### config.mk
export PLATFORM = sky130hd
export DESIGN_NAME = lcd_seg_com_driver
export DESIGN_NICKNAME = d
export VERILOG_FILES = /design/src/rtl/lcd_drv_pkg.sv /design/src/rtl/lcd_edge_fsm.sv /design/src/rtl/lcd_half.sv /design/src/rtl/lcd_seg_com_driver.sv
export SDC_FILE = /design/constraint.sdc
export NUM_CORES = 1
export LEC_CHECK = 0
export BUFFER_PORTS_ARGS = -buffer_cell sky130_fd_sc_hd__buf_4
export CORE_MARGIN = 10
export CORE_UTILIZATION = 33
export DETAILED_ROUTE_END_ITERATION = 7
export PLACE_DENSITY_LB_ADDON = 0.3
export SYNTH_ARGS = -nofsm -noshare
export SYNTH_HDL_FRONTEND = slang
export SYNTH_SLANG_ARGS = --single-unit
### constraint.sdc
create_clock -name clk -period 2.28 [get_ports clk]
set_input_delay 0.228 -clock clk [delete_from_list [all_inputs] [get_ports clk]]
set_output_delay 0.228 -clock clk [all_outputs]
set_load 0.005 [all_outputs]
### src/rtl/lcd_drv_pkg.sv
package lcd_drv_pkg;

    localparam int CODE_W = 3;

    typedef enum logic [CODE_W-1:0] {
        LVL_NONE = 3'd0,
        LVL_V1   = 3'd1,
        LVL_V2   = 3'd2,
        LVL_V3   = 3'd3,
        LVL_V4   = 3'd4,
        LVL_V5   = 3'd5,
        LVL_V6   = 3'd6
    } bias_lvl_e;

    typedef enum logic {
        EDG_LOW  = 1'b0,
        EDG_HIGH = 1'b1
    } edge_state_e;

endpackage

### src/rtl/lcd_edge_fsm.sv
module lcd_edge_fsm
    import lcd_drv_pkg::*;
(
    input  logic clk,
    input  logic rst_n,
    input  logic lvl_i,
    output logic fall_o
);

    edge_state_e state_q, state_d;

    always_comb begin
        state_d = state_q;
        unique case (state_q)
            EDG_LOW:  if (lvl_i)  state_d = EDG_HIGH;  // rise
            EDG_HIGH: if (!lvl_i) state_d = EDG_LOW;   // fall
            default:  state_d = EDG_LOW;
        endcase
    end

    always_ff @(posedge clk) begin
        if (!rst_n) state_q <= EDG_LOW;
        else        state_q <= state_d;
    end

    always_comb begin
        fall_o = 1'b0;
        unique case (state_q)
            EDG_LOW:  fall_o = 1'b0;
            EDG_HIGH: fall_o = !lvl_i;
            default:  fall_o = 1'b0;
        endcase
    end

    AST_FALL_NEEDS_HIGH: assert property (@(posedge clk) disable iff (!rst_n)
        fall_o |-> $past(lvl_i));

endmodule

### src/rtl/lcd_half.sv
module lcd_half
    import lcd_drv_pkg::*;
#(
    parameter int        NCH     = 20,
    parameter bias_lvl_e NSEL_LO = LVL_V3,
    parameter bias_lvl_e NSEL_HI = LVL_V4
) (
    input  logic                clk,
    input  logic                rst_n,
    input  logic                shift_i,
    input  logic                load_i,
    input  logic                dir_i,
    input  logic                m_eff_i,
    input  logic                left_in_i,
    input  logic                right_in_i,
    output logic                left_out_o,
    output logic                left_oe_o,
    output logic                right_out_o,
    output logic                right_oe_o,
    output logic [NCH*CODE_W-1:0] codes_o
);

    logic [NCH-1:0] sr_q, lat_q;

    always_ff @(posedge clk) begin
        if (!rst_n) begin
            sr_q <= '0;
        end else if (shift_i) begin
            if (dir_i) sr_q <= {right_in_i, sr_q[NCH-1:1]};
            else       sr_q <= {sr_q[NCH-2:0], left_in_i};
        end
    end

    always_ff @(posedge clk) begin
        if (!rst_n)      lat_q <= '0;
        else if (load_i) lat_q <= sr_q;
    end

    assign left_out_o  = sr_q[0];
    assign right_out_o = sr_q[NCH-1];
    assign left_oe_o   = dir_i;
    assign right_oe_o  = !dir_i;

    for (genvar k = 0; k < NCH; k++) begin : g_chan
        always_comb begin
            if (lat_q[k]) codes_o[k*CODE_W +: CODE_W] = m_eff_i ? LVL_V2 : LVL_V1;
            else          codes_o[k*CODE_W +: CODE_W] = m_eff_i ? NSEL_HI : NSEL_LO;
        end
    end

    AST_ENTRY_RIGHT: assert property (@(posedge clk) disable iff (!rst_n)
        (shift_i && dir_i) |=> sr_q[NCH-1] == $past(right_in_i));
    AST_ENTRY_LEFT: assert property (@(posedge clk) disable iff (!rst_n)
        (shift_i && !dir_i) |=> sr_q[0] == $past(left_in_i));
    AST_LATCH_LOAD: assert property (@(posedge clk) disable iff (!rst_n)
        load_i |=> lat_q == $past(sr_q));
    AST_LATCH_HOLD: assert property (@(posedge clk) disable iff (!rst_n)
        !load_i |=> $stable(lat_q));
    AST_SR_HOLD: assert property (@(posedge clk) disable iff (!rst_n)
        !shift_i |=> $stable(sr_q));
    AST_SEL_LEVEL: assert property (@(posedge clk) disable iff (!rst_n)
        lat_q[0] |-> (codes_o[CODE_W-1:0] == LVL_V1 || codes_o[CODE_W-1:0] == LVL_V2));

endmodule

### src/rtl/lcd_seg_com_driver.sv
module lcd_seg_com_driver
    import lcd_drv_pkg::*;
#(
    parameter int NCH_HALF = 20,
    localparam int NHALF   = 2,
    localparam int NCH_ALL = NCH_HALF * NHALF
) (
    input  logic                      clk,
    input  logic                      rst_n,
    input  logic                      cl1_i,
    input  logic                      cl2_i,
    input  logic                      mode_i,
    input  logic                      m_i,
    input  logic [NHALF-1:0]          dir_i,
    input  logic [NHALF-1:0]          left_in_i,
    input  logic [NHALF-1:0]          right_in_i,
    output logic [NHALF-1:0]          left_out_o,
    output logic [NHALF-1:0]          left_oe_o,
    output logic [NHALF-1:0]          right_out_o,
    output logic [NHALF-1:0]          right_oe_o,
    output logic [NCH_ALL*CODE_W-1:0] chan_code_o
);

    logic fall1, fall2;

    lcd_edge_fsm u_edge1 (.clk(clk), .rst_n(rst_n), .lvl_i(cl1_i), .fall_o(fall1));
    lcd_edge_fsm u_edge2 (.clk(clk), .rst_n(rst_n), .lvl_i(cl2_i), .fall_o(fall2));

    for (genvar h = 0; h < NHALF; h++) begin : g_half
        logic swap;
        logic shift_p, load_p, m_eff;

        assign swap    = (h == 1) && mode_i;
        assign shift_p = swap ? fall1 : fall2;
        assign load_p  = swap ? fall2 : fall1;
        assign m_eff   = m_i ^ swap;

        lcd_half #(
            .NCH     (NCH_HALF),
            .NSEL_LO ((h == 0) ? LVL_V3 : LVL_V5),
            .NSEL_HI ((h == 0) ? LVL_V4 : LVL_V6)
        ) u_half (
            .clk        (clk),
            .rst_n      (rst_n),
            .shift_i    (shift_p),
            .load_i     (load_p),
            .dir_i      (dir_i[h]),
            .m_eff_i    (m_eff),
            .left_in_i  (left_in_i[h]),
            .right_in_i (right_in_i[h]),
            .left_out_o (left_out_o[h]),
            .left_oe_o  (left_oe_o[h]),
            .right_out_o(right_out_o[h]),
            .right_oe_o (right_oe_o[h]),
            .codes_o    (chan_code_o[h*NCH_HALF*CODE_W +: NCH_HALF*CODE_W])
        );
    end

    AST_H2_ROLE_SWAP: assert property (@(posedge clk) disable iff (!rst_n)
        (mode_i && fall1 && !dir_i[1]) |=> left_out_o[1] == $past(left_in_i[1]));

endmodule

==> impl_metrics.ini, run 1 <==
[timing]
hold_ws_ns = 0.124
tns_ns = 0
slew_headroom_pct = 30.3
final.setup_skew_ns = 0.00391
min_period_ns = 1.63
setup_viol_count_final = 0
finalCritPeriodShare_pct = 71.3
rsz0062_at_grt = false
drv_slew = 0
hold_viol = 0
max_freq_ghz = 0.615
setup_slack_ns = 0.654
tightest_slew_ns = 1.02

[route]
route.detailed.drc = 0
wl_per_cell_um = 13.6
drt-initial-drc-count = 188
viasPerCell = 4.38
drtPass1Iterations = 5
routed_wl_um = 9940
postRouteAntennaNets = 0
route.vias.total = 3195

[worst_setup_path]
r2r_start = u_edge1.state_q
end_kind = flip-flop
arrival_ns = 1.89
crit_type = flip-flop to flip-flop
crit_required_ns = 2.54
rr_endpoint = g_half[1].u_half.lat_q[8]
reg2regPathDepth = 3
crit_path_start_kind = flip-flop
crit_fanout = 20
r2r_slack_ns = 0.65

[floorplan]
dieArea_um2 = 18300
die_w_um = 135
fp-row-count = 42
core_um2 = 13100
ioPinCount = 140
start_util_pct = 33.4
die_h_um = 135

[synth]
netlist_instances = 489
synth_warnings = 0
ys_seq_area_share_pct = 37.4
synth_fp_nets = 521
ys_ff_latch = 82
syn_area_um2 = 4380
avgSynthCellArea_um2 = 8.97
ys_types = 19

[layout]
syn_to_final_growth_pct = 23.3
antenna_cells = 0
final_nets = 582
final_common_cell = buf_4
drive_gt1_share_pct = 29.8
final_cell_mix = 144 x buf_4, 120 x nand2_1, 82 x dfxtp_1

[cts]
clk_latency_ns = 0.33
cts_root_buf = clkbuf_16
cts_htree_levels = 3
cts_resized = 0
postCtsHoldBufs = 0
clkTransAtPathRegs_ns = 0.06
clock_sinks = 82
postCtsSetupRepairBufs = 0
cts_buffers = 9
cts_tree = built
clockBufferDepth = 2

[status]
status = finished clean

[placement]
pre_cts_ws_ns = 0.618
place_congestion = 0.711
port_buffers = 139
dpl.hpwl_um = 7160

[global_routing]
grt_pass1_wl_um = 15700
gr-total-overflow = 0
grt.total_usage_pct = 10.5
grt_start_max_net_pins = 59
grt_pass1_vias = 3203
grt_antenna_before_repair = 0

[power]
p_per_area_nw_per_um2 = 649
peakVddDrop_v = 0.000445
power.total_w = 0.00351
power.leakage_nw = 2.56

[worst_hold_path]
hold_end = u_edge1.state_q
hold_class = primary input to flip-flop
min_from = cl1_i
hold_depth = 2

[job]
cap_viol_max_count = 0
stage by stage:
| stage | instances | utilization (%) | cell area [um^2] |
|---|---|---|---|
| 3_3_place_gp | 715 | 38.7 | 5080 |
| 4_1_cts | 730 | 41.1 | 5400 |
| 2_1_floorplan | 489 | - | 4380 |
| 6_report | 730 | 41.1 | 5400 |
| 3_5_place_dp | 715 | 38.7 | 5080 |
| 5_1_grt | 730 | 41.1 | 5400 |
power by group:
part           switching [W]  internal (W)
clock network       0.000538       0.00101
logic               0.000220      0.000257
registers          0.0000211       0.00146
flip-flops by register name (all words and copies together), names as in the netlist:
name and count:
u_edge2.state_q 1, u_edge1.state_q 1, g_half.u_half.sr_q 40, g_half.u_half.lat_q 40
cell families (layout without fill, tap and decap cells):
logic type                 count (synthesis)  in the layout  synth area share [%]
xor gates and xnor gates                   1              1                 0.200
AOI/OAI and AO/OA                         40             40                  7.99
DFF                                       82             82                  37.4
buffers and inverters                    139            204                  18.4
muxes                                     82             82                  19.3
and+or+nand+nor                          125            125                  11.0
adders and majority gates                 20             20                  5.71
synthesized netlist by cell type:
cell type	count	area, um^2
buf_1	5	18.8
a21boi_1	20	150
clkbuf_1	14	52.6
xnor2_1	1	8.76
mux2_2	3	33.8
mux2_1	18	203
nor2b_1	2	12.5
buf_6	2	22.5
inv_1	43	161
and2_1	2	12.5
buf_4	70	526
dfxtp_1	82	1640
inv_2	1	3.75
mux2i_1	61	611
ha_1	20	250
nand2_1	120	450
buf_2	4	20.0
nand2b_1	1	6.26
o211a_1	20	200
metal layers:
layer | wire (um) | vias to the layer above | track usage, %
met5 | 0 | - | 0
met3 | 1050 | 9 | 4.86
met4 | 99 | 0 | 3.05
met1 | 4080 | 1445 | 11.1
li1 | - | 1630 | -
met2 | 4710 | 111 | 18.3
area by class of cell:
type | count | area (um^2)
fill | 1322 | 7730
multi-input combinational | 268 | 1960
sequential | 82 | 1640
timing repair buffer | 145 | 1100
clock buffer | 13 | 260
tap | 176 | 220
inverter | 44 | 165
clock inverter | 2 | 60.1
worst max path at each step:
stage          slack, ns       startpoint                        end
2_1_floorplan       0.15           mode_i           chan_code_o[100]
3_3_place_gp        0.69  u_edge1.state_q  g_half[1].u_half.lat_q[9]
3_5_place_dp        0.62  u_edge1.state_q  g_half[1].u_half.lat_q[0]
4_1_cts             0.62  u_edge1.state_q  g_half[1].u_half.lat_q[0]
5_1_grt             0.53  u_edge1.state_q  g_half[1].u_half.lat_q[9]
6_report            0.65  u_edge1.state_q  g_half[1].u_half.lat_q[8]
critical path, stage by stage (launching register included):
cell,delay [ns]
dfxtp_1,0.31
nor2b_2,0.17
mux2i_4,0.79
mux2i_1,0.27
No activity file was read; power rests on OpenSTA's default activity.
==> run 2: changes to the inputs <==
clock period = 1.5 ns   (was 2.28 ns; I/O delays follow)
==> impl_metrics.ini, run 2 (synthesis gave the netlist of run 1 again) <==
[floorplan]
die_w_um = 135
fp-row-count = 42
ioPinCount = 140
start_util_pct = 33.4
dieArea_um2 = 18300
die_h_um = 135
core_um2 = 13100

[timing]
drv_slew = 0
max_freq_ghz = 0.747
final.setup_skew_ns = 0.00848
setup_slack_ns = 0.161
setup_viol_count_final = 0
finalCritPeriodShare_pct = 89.3
tns_ns = 0
rsz0062_at_grt = false
tightest_slew_ns = 0.500
slew_headroom_pct = 66.6
min_period_ns = 1.34
hold_viol = 0
hold_ws_ns = 0.0461

[layout]
drive_gt1_share_pct = 30.9
final_common_cell = buf_4
final_cell_mix = 145 x buf_4, 120 x nand2_1, 82 x dfxtp_1
final_nets = 586
reg_top3 = g_half.u_half.lat_q: 40 flops, g_half.u_half.sr_q: 40 flops
antenna_cells = 0
fin_util_pct = 41.9
num-fill-cells = 1306
syn_to_final_growth_pct = 25.5

[cts]
clk_latency_ns = 0.33
cts_tree = built
cts_buffers = 9
cts_root_buf = clkbuf_16
clockBufferDepth = 2
clkTransAtPathRegs_ns = 0.06
postCtsHoldBufs = 0
clock_sinks = 82
cts_htree_levels = 3

[worst_setup_path]
crit_fanout = 21
arrival_ns = 1.19
r2r_slack_ns = 0.20
path_cells = buf_4 -> xnor2_2 -> buf_12 -> inv_1 -> buf_4
crit_type = primary input to output pin
end_kind = output pin
cp.buffers_inverters = 4
cpLargestDelayFamily = buffers and inverters
max_stage_delay_ns = 0.38
crit_required_ns = 1.35
crit_path_start_kind = primary input
slowest_stage = inv_1
critPathMostFrequentCell = buf_4

[global_routing]
met3_usage_pct = 4.75
grt_pass1_wl_um = 15800
grt.busiest_layer = met2
gr-total-overflow = 0
grt_antenna_before_repair = 0
grt.total_usage_pct = 10.4
grt_use_met2_pct = 17.6
grtUsageMet1_pct = 11.5
grt_pass1_vias = 3197
grt_start_max_net_pins = 37

[power]
power.leakage_nw = 2.61
p_comb_share_pct = 13.7
clkPwrFrac_pct = 44.8
power.total_w = 0.00541
pwr-share-seq_pct = 41.5
p_switching_w = 0.00123
peakVddDrop_v = 0.000490
p_int_w = 0.00418
switching_share_pct = 22.7
p_per_area_nw_per_um2 = 984

[placement]
dpl.hpwl_um = 7200
port_buffers = 139
pre_cts_ws_ns = 0.00412
place_congestion = 0.712

[status]
status = finished clean

[route]
drtPass1Iterations = 4
route.vias.total = 3184
route.detailed.drc = 0
postRouteAntennaNets = 0
drt-initial-drc-count = 137
routed_wl_um = 9660
wl_per_cell_um = 13.1
viasPerCell = 4.33

[worst_hold_path]
hold_class = primary input to flip-flop

[job]
cap_viol_max_count = 0
-- run 2: per-layer routing --
metal | vias to the layer above | share of wire [%]
li1 | 1648 | -
met2 | 93 | 47
met1 | 1438 | 43
met3 | 5 | 9.6
met4 | 0 | 0.46
met5 | - | 0
-- run 2: worst paths after layout --
path                                    from                    endpoint  depth (start not counted)
hold reg to reg   g_half[0].u_half.lat_q[18]  g_half[0].u_half.lat_q[18]                          2
hold / removal                         cl2_i             u_edge2.state_q                          2
setup / recovery                      mode_i            chan_code_o[109]                          5
setup reg to reg             u_edge2.state_q  g_half[1].u_half.lat_q[10]                          5
-- run 2: through the flow --
step	cell area, um^2	instances
3_5_place_dp	5160	719
6_report	5500	735
2_1_floorplan	4390	489
4_1_cts	5500	735
5_1_grt	5500	735
3_3_place_gp	5160	719
-- run 2: timing repair --
item | in CTS | in global routing
setup buffers | 0 | 0
endpoints found under the setup margin | 2 | 0
gates resized for setup | 1 | 0
-- run 2: area by class of cell --
cell class	instances	area (um^2)	area share (%)
Clock inverter	5	86.3	1.57
Tap cell	176	220	4.00
Timing Repair Buffer	149	1170	21.2
Clock buffer	11	253	4.59
Sequential cell	82	1640	29.8
Multi-Input combinational cell	268	1970	35.8
Inverter	44	165	3.00
-- run 2: power groups by stage --
stage	Clock, W	Sequential (W)	Combinational, W
2_1_floorplan	0	0.00229	0.000519
3_3_place_gp	0	0.00229	0.000751
3_5_place_dp	0	0.00230	0.000762
4_1_cts	0.00249	0.00225	0.000765
5_1_grt	0.00259	0.00225	0.000821
6_report	0.00242	0.00225	0.000742
